[config.mk]
export PLATFORM = sky130hd
export DESIGN_NAME = dma_bus_holdoff
export DESIGN_NICKNAME = d
export VERILOG_FILES = /design/src/rtl/dma_hold_pkg.sv /design/src/rtl/dma_hold_cond.sv /design/src/rtl/dma_sup_cnt.sv /design/src/rtl/dma_pend_trk.sv /design/src/rtl/dma_bus_holdoff.sv
export SDC_FILE = /design/constraint.sdc
export NUM_CORES = 1
export LEC_CHECK = 0
export BUFFER_PORTS_ARGS = -buffer_cell sky130_fd_sc_hd__clkbuf_2
export CORE_MARGIN = 3
export CORE_UTILIZATION = 42
export DETAILED_ROUTE_END_ITERATION = 8
export MAX_ROUTING_LAYER = met4
export PLACE_DENSITY = 0.83
export SETUP_SLACK_MARGIN = 0.3
export SLEW_MARGIN = 10
export SYNTH_ARGS = -nofsm -noshare
export SYNTH_HDL_FRONTEND = slang
export SYNTH_HIERARCHICAL = 1
export SYNTH_SLANG_ARGS = --single-unit
[constraint.sdc]
create_clock -name clk -period 2.4 [get_ports clk]
set_clock_uncertainty 0.1 [all_clocks]
set_input_delay 0.36 -clock clk [delete_from_list [all_inputs] [get_ports clk]]
set_output_delay 0.36 -clock clk [all_outputs]
set_load 0.02 [all_outputs]
[src/rtl/dma_hold_pkg.sv]
package dma_hold_pkg;
    typedef enum logic [1:0] {
        ST_IDLE = 2'd0,
        ST_REQ  = 2'd1,
        ST_XFER = 2'd2
    } bus_st_e;
endpackage

[src/rtl/dma_hold_cond.sv]
module dma_hold_cond #(
    parameter int LVL_W = 5
) (
    input  logic             nmi_i,
    input  logic             irq_pend_i,
    input  logic [LVL_W-1:0] irq_lvl_i,
    input  logic [LVL_W-1:0] hold_lvl_i,
    input  logic             sup_busy_i,
    output logic             irq_hold_o,
    output logic             hold_o
);
    always_comb begin
        irq_hold_o = nmi_i || (irq_pend_i && (irq_lvl_i > hold_lvl_i));
        hold_o     = irq_hold_o || sup_busy_i;
    end
endmodule

[src/rtl/dma_sup_cnt.sv]
module dma_sup_cnt #(
    parameter int SUP_W = 4
) (
    input  logic             clk,
    input  logic             rst_n,
    input  logic             inc_i,
    input  logic             dec_i,
    output logic [SUP_W-1:0] cnt_o,
    output logic             busy_o
);
    localparam logic [SUP_W-1:0] CNT_MAX = {SUP_W{1'b1}};

    typedef struct packed {
        logic [SUP_W-1:0] cnt;
    } sup_s;

    sup_s sup_d, sup_q;

    always_comb begin
        sup_d = sup_q;
        if (inc_i && !dec_i && sup_q.cnt != CNT_MAX) begin
            sup_d.cnt = sup_q.cnt + 1'b1;
        end else if (dec_i && !inc_i && sup_q.cnt != '0) begin
            sup_d.cnt = sup_q.cnt - 1'b1;
        end
    end

    always_ff @(posedge clk or negedge rst_n) begin
        if (!rst_n) sup_q <= '0;
        else        sup_q <= sup_d;
    end

    assign cnt_o  = sup_q.cnt;
    assign busy_o = (sup_q.cnt != '0);


    sat_hi_chk: assert property (@(posedge clk) disable iff (!rst_n)
        (sup_q.cnt == CNT_MAX && inc_i && !dec_i) |=> (sup_q.cnt == CNT_MAX));

    sat_lo_chk: assert property (@(posedge clk) disable iff (!rst_n)
        (sup_q.cnt == '0 && dec_i && !inc_i) |=> (sup_q.cnt == '0));

    both_hold_chk: assert property (@(posedge clk) disable iff (!rst_n)
        (inc_i && dec_i) |=> $stable(sup_q.cnt));
endmodule

[src/rtl/dma_pend_trk.sv]
module dma_pend_trk #(
    parameter int NCH  = 4,
    parameter int CH_W = 2
) (
    input  logic            clk,
    input  logic            rst_n,
    input  logic [NCH-1:0]  set_i,
    input  logic            clr_i,
    input  logic [CH_W-1:0] clr_ch_i,
    output logic [NCH-1:0]  pend_o,
    output logic            any_nxt_o,
    output logic [CH_W-1:0] first_nxt_o
);
    typedef struct packed {
        logic [NCH-1:0] pend;
    } pend_s;

    pend_s          pend_d, pend_q;
    logic [NCH-1:0] clr_mask;

    always_comb begin
        clr_mask = '0;
        if (clr_i) clr_mask[clr_ch_i] = 1'b1;
        pend_d.pend = (pend_q.pend & ~clr_mask) | set_i;
        any_nxt_o   = |pend_d.pend;
        first_nxt_o = '0;
        for (int i = NCH - 1; i >= 0; i--) begin
            if (pend_d.pend[i]) first_nxt_o = CH_W'(i);
        end
    end

    always_ff @(posedge clk or negedge rst_n) begin
        if (!rst_n) pend_q <= '0;
        else        pend_q <= pend_d;
    end

    assign pend_o = pend_q.pend;


    pend_keep_chk: assert property (@(posedge clk) disable iff (!rst_n)
        !clr_i |=> ((pend_q.pend & $past(pend_q.pend)) == $past(pend_q.pend)));
endmodule

[src/rtl/dma_bus_holdoff.sv]
module dma_bus_holdoff
    import dma_hold_pkg::*;
#(
    parameter int NCH   = 4,
    parameter int LVL_W = 5,
    parameter int SUP_W = 4,
    localparam int CH_W = (NCH > 1) ? $clog2(NCH) : 1
) (
    input  logic             clk,
    input  logic             rst_n,
    input  logic [NCH-1:0]   req_set_i,
    input  logic             blk_end_i,
    input  logic             xfer_last_i,
    input  logic             bus_gnt_i,
    input  logic             nmi_i,
    input  logic             irq_pend_i,
    input  logic [LVL_W-1:0] irq_lvl_i,
    input  logic [LVL_W-1:0] hold_lvl_i,
    input  logic             sup_inc_i,
    input  logic             sup_dec_i,
    output logic             bus_req_o,
    output logic             xfer_en_o,
    output logic [CH_W-1:0]  act_ch_o,
    output logic [NCH-1:0]   pend_o,
    output logic [SUP_W-1:0] sup_cnt_o
);
    typedef struct packed {
        bus_st_e         st;
        logic [CH_W-1:0] act;
    } fsm_s;

    fsm_s            fsm_d, fsm_q;
    logic            sup_busy, irq_hold, hold;
    logic            clr_act, any_nxt;
    logic [CH_W-1:0] first_nxt;

    dma_sup_cnt #(.SUP_W(SUP_W)) u_sup (
        .clk    (clk),
        .rst_n  (rst_n),
        .inc_i  (sup_inc_i),
        .dec_i  (sup_dec_i),
        .cnt_o  (sup_cnt_o),
        .busy_o (sup_busy)
    );

    dma_hold_cond #(.LVL_W(LVL_W)) u_cond (
        .nmi_i      (nmi_i),
        .irq_pend_i (irq_pend_i),
        .irq_lvl_i  (irq_lvl_i),
        .hold_lvl_i (hold_lvl_i),
        .sup_busy_i (sup_busy),
        .irq_hold_o (irq_hold),
        .hold_o     (hold)
    );

    assign clr_act = (fsm_q.st == ST_XFER) && blk_end_i && xfer_last_i;

    dma_pend_trk #(.NCH(NCH), .CH_W(CH_W)) u_pend (
        .clk         (clk),
        .rst_n       (rst_n),
        .set_i       (req_set_i),
        .clr_i       (clr_act),
        .clr_ch_i    (fsm_q.act),
        .pend_o      (pend_o),
        .any_nxt_o   (any_nxt),
        .first_nxt_o (first_nxt)
    );

    always_comb begin
        fsm_d = fsm_q;
        unique case (fsm_q.st)
            ST_IDLE: begin
                if (any_nxt && !hold) fsm_d.st = ST_REQ;
            end
            ST_REQ: begin
                if (hold || !any_nxt) begin
                    fsm_d.st = ST_IDLE;
                end else if (bus_gnt_i) begin
                    fsm_d.st  = ST_XFER;
                    fsm_d.act = first_nxt;
                end
            end
            ST_XFER: begin
                if (blk_end_i) begin
                    if (hold || !any_nxt) begin
                        fsm_d.st = ST_IDLE;
                    end else if (xfer_last_i) begin
                        fsm_d.act = first_nxt;
                    end
                end
            end
            default: fsm_d.st = ST_IDLE;
        endcase
    end

    always_ff @(posedge clk or negedge rst_n) begin
        if (!rst_n) fsm_q <= '{st: ST_IDLE, act: '0};
        else        fsm_q <= fsm_d;
    end

    assign bus_req_o = (fsm_q.st != ST_IDLE);
    assign xfer_en_o = (fsm_q.st == ST_XFER);
    assign act_ch_o  = fsm_q.act;


    midblk_keep_chk: assert property (@(posedge clk) disable iff (!rst_n)
        (fsm_q.st == ST_XFER && !blk_end_i) |=> (fsm_q.st == ST_XFER));

    gnt_first_chk: assert property (@(posedge clk) disable iff (!rst_n)
        (fsm_q.st == ST_REQ && !bus_gnt_i) |=> (fsm_q.st != ST_XFER));

    sup_block_chk: assert property (@(posedge clk) disable iff (!rst_n)
        (fsm_q.st == ST_IDLE && sup_cnt_o != '0) |=> (fsm_q.st == ST_IDLE));

    act_pend_chk: assert property (@(posedge clk) disable iff (!rst_n)
        (fsm_q.st == ST_XFER) |-> pend_o[fsm_q.act]);

    pre_gnt_drop_chk: assert property (@(posedge clk) disable iff (!rst_n)
        (fsm_q.st == ST_REQ && irq_hold) |=> (fsm_q.st == ST_IDLE));
endmodule

==> results.md, run 1 <==
* CTS buffer count at 3
* Setup TNS after final layout at -0.520 ns
* Fmax at 0.391 GHz
* Worst-margin pin slew at 0.400 ns
* Top Ports at 35
* Routed WL at 2190 um
* Power per Cell Area at 764 nW/um^2
* Critical-path top delay cell: or4_4
* Crit path DAT at 2.61 ns
* Met2 routed wirelength at 1260 um
* FP Rows at 15
* Slew HR at 73.2%
* DP Wirelength at 1610 um
* # DRC at 0
* Gr ovfl total at 0
* Sink Count at 12
* Die X-Extent at 50.3 um
* Pin count of the biggest net entering global routing at 13
* Commonest non-fill, non-tap cells in the layout: 34 x clkbuf_2, 13 x buf_4, 12 x dfrtp_1
* Logic pwr share at 54.4%
* Failing checks: negative setup slack
* P&R area growth vs syn at 52.6%
* Clock root cell: clkbuf_4
* CP endpoint kind: flop
* Clock share of power at 17.0%
* Avg Vias per Cell at 5.12
* Share of cells above drive strength 1 at 56.0%
* Worst min path class: in -> reg
* Max VDD drop at 0.695 mV
* CTS tree: done
* Core ar. at 1780 sq um
* Syn_nets at 110
* Hold Vio Cnt, Final at 0
* Ant diodes at 0
* First-pass GRT wire length at 3530 um
* Synth Cell Area at 823 sq um
* Sw power at 352 uW
* Initial antenna violation count at 0
* Outcome: finished with violations
* Setup CP Type: reg -> reg
* Worst Path Required at 2.46 ns
* Seq. cell area at 300 sq um
* Worst setup margin at -0.157 ns
* Final Instance Count excl. Fillers at 159
* Die ar. at 2530 sq um
* Vias at 814
* Fin nets at 166
* CTS H-tree depth at 1
* Dpl cells at 147
* Clk buf depth at 2
* Initial Utilization at 46.2%
* Pre-antenna DRT Iters at 4
* P_int at 607 uW
* Footprint of the multi-input gates at 517 sq um
* Min Clock Period, post-route at 2.56 ns
* Register clock-pin slew on the reported worst setup and hold paths at 0.08 ns
* Top layer in use: met4
* Avg Synthesized Cell Area at 10.4 sq um
* MaxCap Viol Count at 0
* Vias in the first global route at 893
* Final Max Slew Viols at 0
* Unrepaired setup endpoints after global routing: yes
* Wire length on met3 at 116 um
* Crit start category: flop
* Crit-path cells: nand4b_1 -> inv_2 -> or3b_1 -> a21o_1 -> or4_4 -> or3b_4 -> o22ai_2 -> mux2_2
* Ys Warns at 6
* Post-route ant nets at 0
* Crit path max fanout at 4
* # fillers at 143
* Leak at 0.629 nW
* Die H at 50.3 um
* Period utilization at 107%
* Iter 0 DRT Violations at 13
* Clk_lat worst skew at 0.27 ns
* Cells after synthesis at 79
* WL/cell at 13.8 um
* Register share of total power at 28.6%
* Most common cell after layout, fill and taps aside: clkbuf_2
* Endpoints failing setup at 4
* GRT Util Overall at 19.1%
* Final GP Congestion at 0.785
* Metal-1 WL at 778 um
* Switching share of power at 36.7%
* CP peak stage delay at 0.48 ns
* IO buf count at 34
stage by stage:
stage / hold slack, ns / util, % / power, mW / instance area (sq um) / setup WS, ns
after detailed placement: 0.163 / 61.3 / 0.710 / 1090 / -0.167
after global routing: 0.160 / 70.5 / 1.03 / 1260 / -0.236
after CTS: 0.160 / 66.6 / 0.904 / 1190 / -0.130
after global placement: 0.151 / 61.3 / 0.684 / 1090 / -0.0742
after floorplan: -0.0356 / - / 0.539 / 823 / -0.105
final: 0.170 / 70.5 / 0.960 / 1260 / -0.157
what timing repair did:
| item | CTS | global route |
|---|---|---|
| resized for setup | 5 | 7 |
| hold endpoints to repair | 12 | 0 |
| pin swaps | 1 | 0 |
| endpoints found under the setup margin | 5 | 5 |
| setup buffers | 4 | 3 |
| hold buffers | 1 | 0 |
power by group through the flow:
| stage | clock network [mW] | logic (mW) | registers [mW] |
|---|---|---|---|
| after floorplan | 0 | 0.199 | 0.340 |
| after global placement | 0 | 0.418 | 0.266 |
| after detailed placement | 0 | 0.437 | 0.273 |
| after CTS | 0.168 | 0.467 | 0.269 |
| after global routing | 0.180 | 0.570 | 0.277 |
| final | 0.163 | 0.522 | 0.274 |
layer usage:
| layer | track usage, % | up-vias |
|---|---|---|
| li1 | - | 391 |
| met1 | 18.0 | 389 |
| met2 | 36.1 | 28 |
| met3 | 3.56 | 6 |
| met4 | 10.1 | 0 |
| met5 | - | - |
layout make-up:
cell class | count | area share (%)
multi-input cells | 55 | 41.1
repair buffers | 53 | 26.6
flip-flops and latches | 12 | 23.9
inverters | 10 | 2.99
clock buffers | 4 | 2.89
well taps | 25 | 2.49
critical path, delay by kind of cell (launching register included):
| family | cells | cell delay (ns) |
|---|---|---|
| and+or+nand+nor | 4 | 1.30 |
| buffers and inverters | 1 | 0.11 |
| DFF | 1 | 0.38 |
| muxes | 1 | 0.27 |
| AOI/OAI and AO/OA | 2 | 0.27 |
sequential cells by signal (all words and copies together) (netlist names):
signal / count
u_sup/cnt_o: 4
fsm_q: 2
act_ch_o: 2
u_pend/pend_o: 4
worst paths after layout:
check	to	slack (ns)	cells past startpoint	start
max	act_ch_o[1]	-0.16	8	fsm_q[2]
min	fsm_q[2]	0.17	2	bus_gnt_i
max reg2reg	act_ch_o[1]	-0.16	8	fsm_q[2]
min reg2reg	u_pend/pend_o[2]	0.43	2	u_pend/pend_o[2]
max in group asynchronous	u_pend/pend_o[2]	1.53	2	rst_n
min in group asynchronous	fsm_q[2]	0.42	2	rst_n
Note: power is estimated with default switching activity, not from simulation.
==> inputs of run 2 (changes only) <==
ABC_AREA = 1   (was not set)
CORE_UTILIZATION = 44   (was 42)
PLACE_DENSITY = 0.84   (was 0.83)
==> results.md, run 2 <==
* Outcome: complete, no violations (was finished with violations)
* Power per Cell Area at 758 nW/um^2 (was 764 nW/um^2)
* Routed WL at 2080 um (was 2190 um)
* Vias at 917 (was 814)
* Min Clock Period, post-route at 1.91 ns (was 2.56 ns)
* Unrepaired setup endpoints after global routing: no (was yes)
* CTS buffer count at 3 (unchanged)
* Initial Utilization at 48.1% (was 46.2%)
* Gr busiest metal: met2 (unchanged)
* CP endpoint kind: flop (unchanged)
* Met3 usage at 1.69% (was 3.56%)
* Setup TNS after final layout at 0 ns (was -0.520 ns)
* Clock root cell: clkbuf_4 (unchanged)
* Cells after synthesis at 127 (was 79)
* Reg2reg path depth at 9 (was 8)
* Clk_lat worst skew at 0.26 ns (was 0.27 ns)
* Worst Path Required at 2.50 ns (was 2.46 ns)
* Worst Path Buf+Inv at 0 (was 1)
* CTS tree: done (unchanged)
* P&R area growth vs syn at 24.9% (was 52.6%)
* Pin count of the biggest net entering global routing at 13 (unchanged)
* Most common cell after layout, fill and taps aside: clkbuf_2 (unchanged)
* Final Instance Count excl. Fillers at 191 (was 159)
* Gr ovfl total at 0 (unchanged)
* Top Ports at 35 (unchanged)
* Die X-Extent at 53.0 um (was 50.3 um)
* Worst min path class: in -> reg (unchanged)
* Post-CTS Setup Repair Bufs at 0 (was 4)
* Crit-path cells: nand2_1 -> o21ai_4 -> ha_1 -> or2_0 -> nand2_1 -> nand3_1 -> nand3_1 -> nand2_1 -> nand2_1 (was nand4b_1 -> inv_2 -> or3b_1 -> a21o_1 -> or4_4 -> or3b_4 -> o22ai_2 -> mux2_2)
* Commonest non-fill, non-tap cells in the layout: 34 x clkbuf_2, 29 x nand2_1, 19 x inv_1 (was 34 x clkbuf_2, 13 x buf_4, 12 x dfrtp_1)
* HP Start: req_set_i[1] (was bus_gnt_i)
* Endpoints failing setup at 0 (was 4)
* RR Startpoint: u_sup/cnt_o[3] (was fsm_q[2])
* Clk buf depth at 2 (unchanged)
* Fin nets at 196 (was 166)
* Share of cells above drive strength 1 at 39.0% (was 56.0%)
* Fin util at 60.1% (was 70.5%)
* Most frequent CP cell: nand2_1
* Setup CP Type: reg -> reg (unchanged)
* Slew HR at 80.3% (was 73.2%)
* MaxCap Viol Count at 0 (unchanged)
* Core ar. at 2020 sq um (was 1780 sq um)
* Met1 Use GR at 17.8% (was 18.0%)
* Leak at 0.659 nW (was 0.629 nW)
* Hold Path End: u_pend/pend_o[1] (was fsm_q[2])
* Sw power at 410 uW (was 352 uW)
* Pre-antenna DRT Iters at 4 (unchanged)
* Logic pwr share at 46.4% (was 54.4%)
* Initial antenna violation count at 0 (unchanged)
* WL/cell at 10.9 um (was 13.8 um)
* Post-route ant nets at 0 (unchanged)
* Crit path max fanout at 6 (was 4)
* CP peak stage delay at 0.46 ns (was 0.48 ns)
* Clock share of power at 16.7% (was 17.0%)
* Hold Vio Cnt, Final at 0 (unchanged)
* Met2 Use GR at 33.5% (was 36.1%)
* Die H at 53.0 um (was 50.3 um)
* GRT Util Overall at 16.8% (was 19.1%)
* DP Wirelength at 1750 um (was 1610 um)
* R2R Setup Slk at 0.49 ns (was -0.16 ns)
* Critical-path top delay cell: dfrtp_1 (was or4_4)
* Avg Vias per Cell at 4.80 (was 5.12)
* # DRC at 0 (unchanged)
* Hold Path Depth at 3 (was 2)
* IO buf count at 34 (unchanged)
* Period utilization at 79.8% (was 107%)
* Vias in the first global route at 908 (was 893)
* Register clock-pin slew on the reported worst setup and hold paths at 0.07 ns (was 0.08 ns)
* First-pass GRT wire length at 3500 um (was 3530 um)
* Sink Count at 12 (unchanged)
* CTS H-tree depth at 1 (unchanged)
* Max VDD drop at 0.696 mV (was 0.695 mV)
* Dpl cells at 186 (was 147)
* Crit start category: flop (unchanged)
* Avg Synthesized Cell Area at 7.66 sq um (was 10.4 sq um)
* Register share of total power at 37.0% (was 28.6%)
* Syn_nets at 158 (was 110)
* Worst R2R End: u_sup/cnt_o[3] (was act_ch_o[1])
* Final GP Congestion at 0.785 (about the same)
* Ant diodes at 0 (unchanged)
* FP Rows at 16 (was 15)
* Fmax at 0.522 GHz (was 0.391 GHz)
* Switching share of power at 44.5% (was 36.7%)
* Total power at 922 uW (was 960 uW)
* Synth Cell Area at 973 sq um (was 823 sq um)
* Final Max Slew Viols at 0 (unchanged)
* Ys Warns at 6 (unchanged)
* Iter 0 DRT Violations at 15 (was 13)
* Crit path DAT at 2.02 ns (was 2.61 ns)
* Crit path max-delay family: simple AND/OR/NAND/NOR gates (unchanged)
* Die ar. at 2810 sq um (was 2530 sq um)
* Worst-margin pin slew at 0.296 ns (was 0.400 ns)
* P_int at 511 uW (was 607 uW)
run 2: stage by stage:
step	setup slack [ns]	hold WS, ns	cell area [sq um]
2_1_floorplan	0.491	-0.0356	973
3_3_place_gp	0.430	0.158	1160
3_5_place_dp	0.344	0.155	1160
4_1_cts	0.349	0.194	1210
5_1_grt	0.327	0.212	1220
6_report	0.485	0.206	1220
run 2: worst max path at each step:
stage | from | endpoint | slack (ns) | cells past startpoint
final | u_sup/cnt_o[3] | u_sup/cnt_o[3] | 0.49 | 9
after global routing | fsm_q[2] | act_ch_o[1] | 0.33 | 12
after CTS | fsm_q[3] | act_ch_o[1] | 0.35 | 13
after detailed placement | blk_end_i | act_ch_o[0] | 0.34 | 14
after global placement | blk_end_i | act_ch_o[0] | 0.43 | 14
after floorplan | u_sup/cnt_o[1] | u_sup/cnt_o[3] | 0.49 | 9
run 2: repair_timing:
item / 4_1_cts / 5_1_grt
endpoints found under the hold margin: 12 / 0
gates resized for setup: 0 / 3
setup endpoints to repair: 0 / 5
hold buffers: 1 / 0
run 2: power by group through the flow:
stage | combinational [mW] | sequential (mW) | clock (mW)
floorplan | 0.274 | 0.357 | 0
global placement | 0.403 | 0.331 | 0
detailed placement | 0.423 | 0.341 | 0
CTS | 0.426 | 0.337 | 0.159
global route | 0.476 | 0.354 | 0.171
finish | 0.427 | 0.341 | 0.153
run 2: area by class of cell:
class	count	area [sq um]
multi-input combinational	90	577
sequential	12	303
fill	189	806
clock buffer	4	36.3
inverter	23	86.3
timing repair buffer	35	180
tap	27	33.8
run 2: per-layer routing:
layer,vias to the layer above,wire (um)
li1,474,-
met1,426,864
met2,17,1140
met3,0,73
met4,0,0
met5,-,0
run 2: worst register-to-register path: stages, from the launching register on:
cell	delay [ns]
dfrtp_1	0.46
nand2_1	0.13
o21ai_4	0.27
ha_1	0.33
or2_0	0.21
nand2_1	0.06
nand3_1	0.09
nand3_1	0.09
nand2_1	0.05
nand2_1	0.07
